**config.mk**
```make
export PLATFORM = sky130hd
export DESIGN_NAME = rce_engine
export DESIGN_NICKNAME = d
export VERILOG_FILES = /design/src/rtl/rce_pkg.sv /design/src/rtl/rce_sub_flags.sv /design/src/rtl/rce_index_step.sv /design/src/rtl/rce_budget.sv /design/src/rtl/rce_engine.sv
export SDC_FILE = /design/constraint.sdc
export NUM_CORES = 1
export LEC_CHECK = 0
export ABC_CLOCK_PERIOD_IN_PS = 9100
export CELL_PAD_IN_SITES_DETAIL_PLACEMENT = 1
export CELL_PAD_IN_SITES_GLOBAL_PLACEMENT = 1
export CORE_ASPECT_RATIO = 2
export CORE_MARGIN = 3
export CORE_UTILIZATION = 30
export DETAILED_ROUTE_END_ITERATION = 12
export PLACE_DENSITY_LB_ADDON = 0.1
export REMOVE_ABC_BUFFERS = 1
export SLEW_MARGIN = 20
export SYNTH_ARGS = -nofsm -noshare
export SYNTH_HDL_FRONTEND = slang
export SYNTH_SLANG_ARGS = --single-unit
```
**constraint.sdc**
```tcl
create_clock -name clk -period 9.1 [get_ports clk]
set_input_delay 1.365 -clock clk [delete_from_list [all_inputs] [get_ports clk]]
set_output_delay 1.365 -clock clk [all_outputs]
set_load 0.005 [all_outputs]
```
**src/rtl/rce_pkg.sv**
```systemverilog
package rce_pkg;

   typedef enum logic [1:0] {
      SZ_BYTE  = 2'd0,
      SZ_WORD  = 2'd1,
      SZ_DWORD = 2'd2
   } rce_size_e;

   typedef enum logic [1:0] {
      ST_IDLE,
      ST_RD_SRC,
      ST_RD_DST,
      ST_FIN
   } rce_state_e;

   // bit 5 .. bit 0 : overflow, sign, zero, aux, parity, borrow
   typedef struct packed {
      logic ovf;
      logic sgn;
      logic zro;
      logic aux;
      logic par;
      logic brw;
   } rce_flags_t;

   function automatic logic [2:0] size_bytes(input logic [1:0] sz);
      case (sz)
         SZ_BYTE: size_bytes = 3'd1;
         SZ_WORD: size_bytes = 3'd2;
         default: size_bytes = 3'd4;
      endcase
   endfunction

   function automatic logic [31:0] size_mask(input logic [1:0] sz, input logic [31:0] v);
      case (sz)
         SZ_BYTE: size_mask = {24'd0, v[7:0]};
         SZ_WORD: size_mask = {16'd0, v[15:0]};
         default: size_mask = v;
      endcase
   endfunction

endpackage

```
**src/rtl/rce_sub_flags.sv**
```systemverilog
module rce_sub_flags
   import rce_pkg::*;
#(
   parameter int W = 8
) (
   input  logic [W-1:0] a,
   input  logic [W-1:0] b,
   output rce_flags_t   flags
);
   if (W < 8) begin : g_bad_w
      $error("rce_sub_flags: W must be at least 8");
   end

   logic [W:0]   diff;
   logic [W-1:0] res;

   assign diff = {1'b0, a} - {1'b0, b};
   assign res  = diff[W-1:0];

   always_comb begin
      flags.brw = diff[W];
      flags.zro = (res == '0);
      flags.sgn = res[W-1];
      flags.ovf = (a[W-1] ^ b[W-1]) & (res[W-1] ^ a[W-1]);
      flags.par = ~^res[7:0];
      flags.aux = a[4] ^ b[4] ^ res[4];
   end
endmodule

```
**src/rtl/rce_index_step.sv**
```systemverilog
module rce_index_step
   import rce_pkg::*;
#(
   parameter int W = 32
) (
   input  logic [W-1:0] cur,
   input  logic [1:0]   size,
   input  logic         down,
   input  logic         wide,
   output logic [W-1:0] nxt
);
   logic [W-1:0] step;
   logic [W-1:0] full;

   assign step = W'(size_bytes(size));
   assign full = down ? (cur - step) : (cur + step);

   if (W > 16) begin : g_split
      assign nxt = wide ? full : {cur[W-1:16], full[15:0]};
   end else begin : g_flat
      logic unused_wide;
      assign unused_wide = wide;
      assign nxt = full;
   end
endmodule

```
**src/rtl/rce_budget.sv**
```systemverilog
module rce_budget #(
   parameter int CW = 11
) (
   input  logic          clk,
   input  logic          rst_n,
   input  logic          clear,
   input  logic          add_en,
   input  logic [CW-1:0] cost,
   input  logic [CW-1:0] limit,
   output logic [CW-1:0] used,
   output logic          over
);
   logic [CW:0] sum;

   assign sum  = {1'b0, used} + {1'b0, cost};
   assign over = sum > {1'b0, limit};

   always_ff @(posedge clk or negedge rst_n) begin
      if (!rst_n)      used <= '0;
      else if (clear)  used <= '0;
      else if (add_en) used <= sum[CW-1:0];
   end
endmodule

```
**src/rtl/rce_engine.sv**
```systemverilog
module rce_engine
   import rce_pkg::*;
#(
   parameter int ADDR_W         = 32,
   parameter int CYC_W          = 11,
   parameter int BUDGET_LO      = 100,
   parameter int BUDGET_HI      = 1000,
   parameter int COST_CMP_FAST  = 7,
   parameter int COST_CMP_SLOW  = 9,
   parameter int COST_SCAN_FAST = 5,
   parameter int COST_SCAN_SLOW = 8
) (
   input  logic              clk,
   input  logic              rst_n,
   input  logic              start,
   input  logic              op_scan,
   input  logic [1:0]        elem_size,
   input  logic              addr_wide,
   input  logic              rep_equal,
   input  logic              fast_core,
   input  logic              big_budget,
   input  logic              trap,
   input  logic              dir_down,
   input  logic [ADDR_W-1:0] count_i,
   input  logic [ADDR_W-1:0] src_i,
   input  logic [ADDR_W-1:0] dst_i,
   input  logic [31:0]       acc_i,
   output logic              mem_req,
   output logic              mem_seg,
   output logic [ADDR_W-1:0] mem_addr,
   output logic [1:0]        mem_size,
   input  logic [31:0]       mem_rdata,
   input  logic              mem_ack,
   output logic              busy,
   output logic              done,
   output logic              restart,
   output logic [ADDR_W-1:0] count_o,
   output logic [ADDR_W-1:0] src_o,
   output logic [ADDR_W-1:0] dst_o,
   output logic [5:0]        flags_o,
   output logic [CYC_W-1:0]  cost_used
);
   localparam int COST_MAX_A = (COST_CMP_SLOW > COST_CMP_FAST) ? COST_CMP_SLOW : COST_CMP_FAST;
   localparam int COST_MAX_B = (COST_SCAN_SLOW > COST_SCAN_FAST) ? COST_SCAN_SLOW : COST_SCAN_FAST;
   localparam int COST_MAX   = (COST_MAX_A > COST_MAX_B) ? COST_MAX_A : COST_MAX_B;
   localparam int N_WIDTHS   = 3;
   localparam int N_PTRS     = 3;
   localparam logic [CYC_W-1:0] LIM_LO = CYC_W'(BUDGET_LO);
   localparam logic [CYC_W-1:0] LIM_HI = CYC_W'(BUDGET_HI);

   if (ADDR_W < 16) begin : g_bad_addr
      $error("rce_engine: ADDR_W must be at least 16");
   end
   if ((64'd1 << CYC_W) <= 64'(BUDGET_HI + COST_MAX)) begin : g_bad_cyc
      $error("rce_engine: CYC_W too narrow for budget plus one element");
   end
   if (BUDGET_LO > BUDGET_HI) begin : g_bad_budget
      $error("rce_engine: BUDGET_LO must not exceed BUDGET_HI");
   end

   rce_state_e        state;
   logic              op_q, wide_q, rep_q, fast_q, big_q, trap_q, down_q;
   logic [1:0]        sz_q;
   logic [31:0]       acc_q, opa_q;
   logic [ADDR_W-1:0] cnt_q, src_q, dst_q;
   rce_flags_t        flags_q;
   logic              zc_q;

   // ---------------- operand path ----------------
   logic [31:0] rd_m, op_a;
   rce_flags_t  fl_w [N_WIDTHS];
   rce_flags_t  alu_fl;

   assign rd_m = size_mask(sz_q, mem_rdata);
   assign op_a = op_q ? size_mask(sz_q, acc_q) : opa_q;

   for (genvar k = 0; k < N_WIDTHS; k++) begin : g_width
      localparam int W = 8 << k;
      rce_sub_flags #(.W(W)) u_sub (
         .a     (op_a[W-1:0]),
         .b     (rd_m[W-1:0]),
         .flags (fl_w[k])
      );
   end

   always_comb begin
      case (sz_q)
         SZ_BYTE: alu_fl = fl_w[0];
         SZ_WORD: alu_fl = fl_w[1];
         default: alu_fl = fl_w[2];
      endcase
   end

   // ---------------- index / count steppers ----------------
   logic [ADDR_W-1:0] ptr_cur [N_PTRS];
   logic [ADDR_W-1:0] ptr_nxt [N_PTRS];

   assign ptr_cur[0] = src_q;
   assign ptr_cur[1] = dst_q;
   assign ptr_cur[2] = cnt_q;

   for (genvar p = 0; p < N_PTRS; p++) begin : g_ptr
      if (p == N_PTRS - 1) begin : g_count
         rce_index_step #(.W(ADDR_W)) u_step (
            .cur  (ptr_cur[p]),
            .size (SZ_BYTE),
            .down (1'b1),
            .wide (wide_q),
            .nxt  (ptr_nxt[p])
         );
      end else begin : g_index
         rce_index_step #(.W(ADDR_W)) u_step (
            .cur  (ptr_cur[p]),
            .size (sz_q),
            .down (down_q),
            .wide (wide_q),
            .nxt  (ptr_nxt[p])
         );
      end
   end

   // ---------------- cost budget ----------------
   logic [CYC_W-1:0] cost_sel, limit_sel;
   logic             over_next, elem_done, clr_budget;

   always_comb begin
      if (op_q) cost_sel = fast_q ? CYC_W'(COST_SCAN_FAST) : CYC_W'(COST_SCAN_SLOW);
      else      cost_sel = fast_q ? CYC_W'(COST_CMP_FAST)  : CYC_W'(COST_CMP_SLOW);
   end
   assign limit_sel  = big_q ? LIM_HI : LIM_LO;
   assign elem_done  = (state == ST_RD_DST) && mem_ack;
   assign clr_budget = (state == ST_IDLE) && start;

   rce_budget #(.CW(CYC_W)) u_budget (
      .clk    (clk),
      .rst_n  (rst_n),
      .clear  (clr_budget),
      .add_en (elem_done),
      .cost   (cost_sel),
      .limit  (limit_sel),
      .used   (cost_used),
      .over   (over_next)
   );

   // ---------------- control ----------------
   logic in_cnt_nz, cnt_nz, nxt_cnt_nz, keep_going;

   assign in_cnt_nz  = addr_wide ? (count_i != '0) : (count_i[15:0] != 16'd0);
   assign cnt_nz     = wide_q ? (cnt_q != '0) : (cnt_q[15:0] != 16'd0);
   assign nxt_cnt_nz = wide_q ? (ptr_nxt[2] != '0) : (ptr_nxt[2][15:0] != 16'd0);
   assign keep_going = op_q && nxt_cnt_nz && (alu_fl.zro == rep_q) && !trap_q && !over_next;

   always_ff @(posedge clk or negedge rst_n) begin
      if (!rst_n) begin
         state   <= ST_IDLE;
         op_q    <= 1'b0;
         wide_q  <= 1'b0;
         rep_q   <= 1'b0;
         fast_q  <= 1'b0;
         big_q   <= 1'b0;
         trap_q  <= 1'b0;
         down_q  <= 1'b0;
         sz_q    <= SZ_BYTE;
         acc_q   <= '0;
         opa_q   <= '0;
         cnt_q   <= '0;
         src_q   <= '0;
         dst_q   <= '0;
         flags_q <= '0;
         zc_q    <= 1'b0;
      end else begin
         case (state)
            ST_IDLE: if (start) begin
               op_q   <= op_scan;
               wide_q <= addr_wide;
               rep_q  <= rep_equal;
               fast_q <= fast_core;
               big_q  <= big_budget;
               trap_q <= trap;
               down_q <= dir_down;
               sz_q   <= elem_size;
               acc_q  <= acc_i;
               cnt_q  <= count_i;
               src_q  <= src_i;
               dst_q  <= dst_i;
               zc_q   <= rep_equal;
               if (!in_cnt_nz) state <= ST_FIN;
               else            state <= op_scan ? ST_RD_DST : ST_RD_SRC;
            end
            ST_RD_SRC: if (mem_ack) begin
               opa_q <= rd_m;
               state <= ST_RD_DST;
            end
            ST_RD_DST: if (mem_ack) begin
               flags_q <= alu_fl;
               zc_q    <= alu_fl.zro;
               if (!op_q) src_q <= ptr_nxt[0];
               dst_q   <= ptr_nxt[1];
               cnt_q   <= ptr_nxt[2];
               state   <= keep_going ? ST_RD_DST : ST_FIN;
            end
            default: state <= ST_IDLE;
         endcase
      end
   end

   assign mem_req  = (state == ST_RD_SRC) || (state == ST_RD_DST);
   assign mem_seg  = (state == ST_RD_DST);
   assign mem_addr = (state == ST_RD_SRC) ? src_q : dst_q;
   assign mem_size = sz_q;
   assign busy     = (state != ST_IDLE);
   assign done     = (state == ST_FIN);
   assign restart  = done && cnt_nz && (zc_q == rep_q);
   assign count_o  = cnt_q;
   assign src_o    = src_q;
   assign dst_o    = dst_q;
   assign flags_o  = flags_q;
endmodule

```
; After elaboration in Yosys (flattened, before gate mapping)
; Index checks and enable logic that the tools add are counted.
[classes]
add_sub_neg = 9
n_lt_le_gt_ge = 1
eq_ne = 11
n_mux = 40
bitwise_logic = 13
reduce_logical = 36
[op_table]
columns = operator, n
row1 = two-way mux 32 bit, 14
row2 = case mux 32 bit (2 select lines), 5
row3 = nonzero test 32 bit, 3
row4 = adder 32 x 3 -> 32 bit, 2
row5 = subtractor 32 x 3 -> 32 bit, 2
row6 = nonzero test 16 bit, 3
row7 = subtractor 32 x 32 -> 33 bit, 1
row8 = logical NOT 32 bit, 1
row9 = subtractor 32 x 1 -> 32 bit (second input constant), 1
row10 = XNOR reduction 8 bit, 3
row11 = two-way mux 11 bit, 2
row12 = subtractor 16 x 16 -> 17 bit, 1
row13 = logical NOT 16 bit, 1
row14 = adder 11 x 4 -> 12 bit, 1
row15 = > comparator 12 x 10 -> 1 bit, 1
row16 = two-way mux 4 bit, 3
row17 = case mux 6 bit (2 select lines), 1
row18 = two-way mux 10 bit, 1
row19 = two-way mux 2 bit, 5
row20 = XOR 1 bit, 10
row21 = subtractor 8 x 8 -> 9 bit, 1
row22 = logical AND 1 bit, 8
row23 = logical NOT 8 bit, 1
row24 = AND reduction 4 bit, 2
row25 = 17 further kinds, 37
[totals]
reg_bits = 189
in_bits = 173
out_inout_bits = 152
elab_cells = 134

; Logic depth before layout (Yosys ltp)
[logic_depth]
depth_word = 14
mapped_depth = 20
ltp_nobuf = 19

; By module
; A second synthesis with hierarchy kept.
[hier_totals]
cells_unflattened = 2391
area_unflattened_um2 = 20180.6
[by_module_without_submodules]
columns = mod, n_inst, cells_each, area_each_um2
row1 = rce_engine, 1, 840, 8876.0
row2 = rce_index_step, 3, 286, 2075.7
row3 = rce_sub_flags at g_width[2].u_sub, 1, 347, 2328.5
row4 = rce_budget, 1, 149, 1272.5
row5 = rce_sub_flags at g_width[1].u_sub, 1, 126, 922.1
row6 = rce_sub_flags at g_width[0].u_sub, 1, 71, 554.3

; Least setup slack after synthesis
; OpenSTA, ideal clock, no wires.
[synth_path]
kind = register -> register
from = register down_q
to = register dst_q[28] (netlist: dst_o[28])
arrival_time_ps = 4770
required_ps = 9017
setup_slack_ps = 4247
path_stages_with_launch = 15
path_buffers = 0
synth_period_minus_slack_ps = 4853
cell_sequence = dfrtp_1 mux2i_1 fa_1 a21o_1 a21o_1 a2111oi_0 o311a_1 o21ai_0 a21oi_1 nor2b_1 and4_1 a2111oi_0 xnor2_1 mux2i_1 o21ai_0
[synth_via]
elab_chain_cells = 4
[synth_lines]
columns = item, line
row1 = from (decl), rce_engine.sv:62  ; logic op_q, wide_q, rep_q, fast_q, big_q, trap_q, down_q;
row2 = from (signal assigned), rce_engine.sv:180  ; down_q <= dir_down;
row3 = two-way mux 32 bit, rce_index_step.sv:16  ; assign full = down ? (cur - step) : (cur + step);
row4 = two-way mux 32 bit, rce_index_step.sv:19  ; assign nxt = wide ? full : {cur[W-1:16], full[15:0]};
row5 = two-way mux 32 bit, rce_engine.sv:194  ; ST_RD_DST: if (mem_ack) begin
row6 = case mux 32 bit (2 select lines), rce_engine.sv:172  ; case (state)
row7 = to (signal assigned), rce_engine.sv:185  ; dst_q <= dst_i;
row8 = to (signal assigned), rce_engine.sv:198  ; dst_q <= ptr_nxt[1];
row9 = to (decl), rce_engine.sv:65  ; logic [ADDR_W-1:0] cnt_q, src_q, dst_q;
; No other way between the ends. The select of a mux whose other input is x is not followed.
; A chain may end at the register's enable or synchronous reset.

; Final worst setup path
[layout_path]
from = register sz_q[0] (netlist: mem_size[0])
to = register state[0]
[layout_via]
elab_chain_cells = 13
[layout_lines]
columns = item, line
row1 = from (decl), rce_engine.sv:63  ; logic [1:0] sz_q;
row2 = from (signal assigned), rce_engine.sv:181  ; sz_q <= elem_size;
row3 = == test 2 x 1 -> 1 bit or logical NOT 2 bit (tied branches), "rce_pkg.sv:35, rce_engine.sv:87"
row4 = case mux 32 bit (2 select lines), rce_pkg.sv:35  ; case (sz)
row5 = two-way mux 32 bit, rce_engine.sv:75  ; assign op_a = op_q ? size_mask(sz_q, acc_q) : opa_q;
row6 = subtractor 32 x 32 -> 33 bit or subtractor 16 x 16 -> 17 bit (tied branches), rce_sub_flags.sv:17  ; assign diff = {1'b0, a} - {1'b0, b};
row7 = logical NOT 32 bit or logical NOT 16 bit (tied branches), rce_sub_flags.sv:22  ; flags.zro = (res == '0);
row8 = case mux 6 bit (2 select lines) (*), rce_engine.sv:87  ; case (sz_q)
row9 = == test 1 bit (*), rce_engine.sv:151  ; assign keep_going = op_q && nxt_cnt_nz && (alu_fl.zro == rep_q) && !trap_q && !over_next;
row10 = logical AND 1 bit (*) (3 in a row), rce_engine.sv:151
row11 = two-way mux 1 bit (*), rce_engine.sv:200  ; state <= keep_going ? ST_RD_DST : ST_FIN;
row12 = two-way mux 2 bit (*), rce_engine.sv:194
row13 = case mux 2 bit (3 select lines) (*), rce_engine.sv:172
row14 = to (signal assigned), rce_engine.sv:188  ; else state <= op_scan ? ST_RD_DST : ST_RD_SRC;
row15 = to (signal assigned), rce_engine.sv:200
row16 = to (decl), rce_engine.sv:61  ; rce_state_e state;
; Every way passes the cells marked *; elsewhere a longest branch is shown, timed or not. The select of a mux whose other input is x is not followed.

==> metrics <==
outcome=finished, final reports clean; critical path class=register to register; WL/cell=22.9 microns; drt pass-1 iters=6; Worst Hold Class=register to register; All-Layer GR Usage=0.234; Reg2Reg Depth=19; largest net degree at the start of global routing=93; dominant synthesized flop cell=dfrtp_1; post-CTS sizing=0; Root Buffer=clkbuf_16; gr ovfl total=0; synthesized flop and latch total=189; Least-Margin Pin Slew=1.07 ns; synthesized area per cell=between 8 and 9 sq um; Seq/Total Area, Yosys=0.312; Synth Instances=1818; Reg2Reg Setup Slack=3.30 ns; RePlAce Congestion=0.897; layout cells sized above 1=0.0736; Psw=4.96 mW; Num CTS Buffers=17; Final Net Count=approximately 2400; Initial Util=0.303; Comb pwr share=0.740; power per cell area=491 mW/mm^2; Post-Route Setup TNS=0 ns; yosys warns=0; DRT iter0 DRCs=499; final WL=between 60 and 70 mm; vias in the first global route=16300; worst hold stages=2; Total Power=9.64 mW; CP max stage delay=0.56 ns; Post-DRT Antenna Nets=0; Sequential Power Share=0.181; DIE WIDTH=165 microns; detailed placement HPWL=49.8 mm; post-synth top area share=0.312; Setup Fix Bufs, Post-CTS=0; Max Root-Sink Buffers=2; Clock Latency Late Sink=0.47 ns; fmax=around 170 MHz; Yosys top cell by area=dfrtp_1; Hold WS=between 0.4 and 0.5 ns; Area Overhead vs Synth=29.4%; drc violations=0; final setup margin=3.30 ns; CP Capture Type=register; # fillers=5888; hold_buf cts=0; initial antenna violation count=10; Critical Path Source Type=register; MaxCap Viol Count=0; Net Sw Frac=0.514; Clock Pin Slew Worst Setup and Hold Paths=0.08 ns; Port Buffers=324; Slew Limit Fails=0; Leak=just over 8 nW; Clock H-tree levels=4; Rows=around 120; CP required=between 9 and 10 ns; Die Height=324 microns; most common library cells after synthesis=224 x nand2_1, 189 x dfrtp_1, 181 x a21oi_1; final setup fails=0; Slew HR=0.285; core area=between 0.05 and 0.06 sq mm; most numerous cell in the Yosys netlist=nand2_1; final hold vios=0; Util after Layout=0.392; Async S/R FF share, synth=1.00; Max IR drop VDD=~0.17 mV; CTS tree=yes; Area contributors post-synth=dfrtp_1 31%, ha_1 9.3%, a21oi_1 6.0%; RSZ-0062 raised after global routing=no; fin crit share=0.637; Sink Count=approximately 190; total number of vias=15000; Data arrival, critical path=6.15 ns; Slowest cell on crit path=nor2_1; Worst Skew=0.0147 ns; first-pass GRT wire length=94.8 mm; Clk pwr share=0.079; P_int=roughly 4.7 mW; Cell variety after synth=75; number of top-level pins=around 330; Post-Syn Area=0.0152 sq mm; Vias/cell=about 5.4; Final min period=about 5.8 ns; number of synthesized flops with an enable pin=0; maximum fanout along the worst path=13; Placement Setup Slack=approximately 3.2 ns; worst-path cell chain=and2b_1 -> inv_1 -> ha_1 -> inv_1 -> nor2_1 -> a22o_1 -> ha_1 -> o21a_1 -> a2111oi_0 -> nor3_1 -> or3_1 -> a21boi_0 -> a32o_1 -> nand4_1 -> nor4_1 -> nand4_1 -> mux2i_1 -> o22ai_1 -> a22o_1; die area=0.0535 sq mm
## placed cells by master (no fill, tap or decap), drive strengths merged, types with 9 or more instances in the layout
cell           count
nand2b            19
o21ai            183
and3              17
mux2              78
o21a              19
nor4              27
ha               113
nor2b             15
clkdlybuf4s50    323
o21bai            13
clkbuf            19
nand3             39
a22o              17
o211ai             9
nand2            224
a21oi            181
nor2             121
xor2              30
buf               15
o22ai             12
mux2i             45
a31oi             13
a21o              37
and2               9
nand4             19
a211oi            17
or3               26
xnor2             65
inv               58
dfrtp            189
nor3              30
nand3b            10
## routing by layer
layer,wire (microns),vias up,global-route usage
li1,-,7174,-
met1,22400,7411,0.230
met2,35700,341,0.463
met3,2710,90,0.0436
met4,2410,4,0.0985
met5,34,-,0
## flip-flops by register name, summed over array words and instances, names as in the netlist, 2 cells and up
signal         flops
state              2
flags_o            6
dst_o             32
count_o           32
u_budget.used     11
opa_q             32
acc_q             32
mem_size           2
src_o             32
## through the flow
stage	std cells	cell area (sq um)
finish	2761	19600
global route	2758	19600
CTS	2755	19600
detailed placement	2723	19100
global placement	2723	19100
floorplan	1735	14900
## kinds of logic after synthesis
kind of cell | count (synthesis) | share of synthesized area
simple gates | 585 | 0.183
compound gates | 572 | 0.230
flops | 189 | 0.312
buf+inv | 136 | 0.0336
mux | 123 | 0.0876
fa+ha+maj | 118 | 0.0992
xor+xnor | 95 | 0.0548
## critical path: cells and delay by family, from the launching register on
kind | cells | cell delay, ns
fa+ha+maj | 2 | 0.88
compound gates | 7 | 1.82
buf+inv | 2 | 0.28
flops | 1 | 0.46
simple gates | 7 | 2.03
mux | 1 | 0.21
## power groups by stage
stage	registers, mW	logic [mW]	clock network [mW]
after floorplan	1.62	4.62	0
after global placement	1.77	7.06	0
after detailed placement	1.78	7.17	0
after CTS	1.76	7.22	0.789
after global routing	1.82	7.90	0.818
final	1.75	7.14	0.757
## final timing paths
check / to / from
worst max-delay path: state[0] / mem_size[0]
worst min-delay path: opa_q[7] / opa_q[7]
worst max register to register: state[0] / mem_size[0]
worst min register to register: opa_q[7] / opa_q[7]
max in group asynchronous: dst_o[5] / rst_n
min in group asynchronous: acc_q[23] / rst_n
## layout make-up
class	instances	area [sq um]	area share
flip-flops and latches	189	4730	0.241
multi-input cells	1493	9970	0.508
clock buffers	18	439	0.0224
well taps	649	812	0.0413
repair buffers	339	3360	0.171
clock inverters	14	113	0.00573
diodes	6	15.0	0.000765
inverters	53	199	0.0101
No activity file was read; power rests on OpenSTA's default activity.
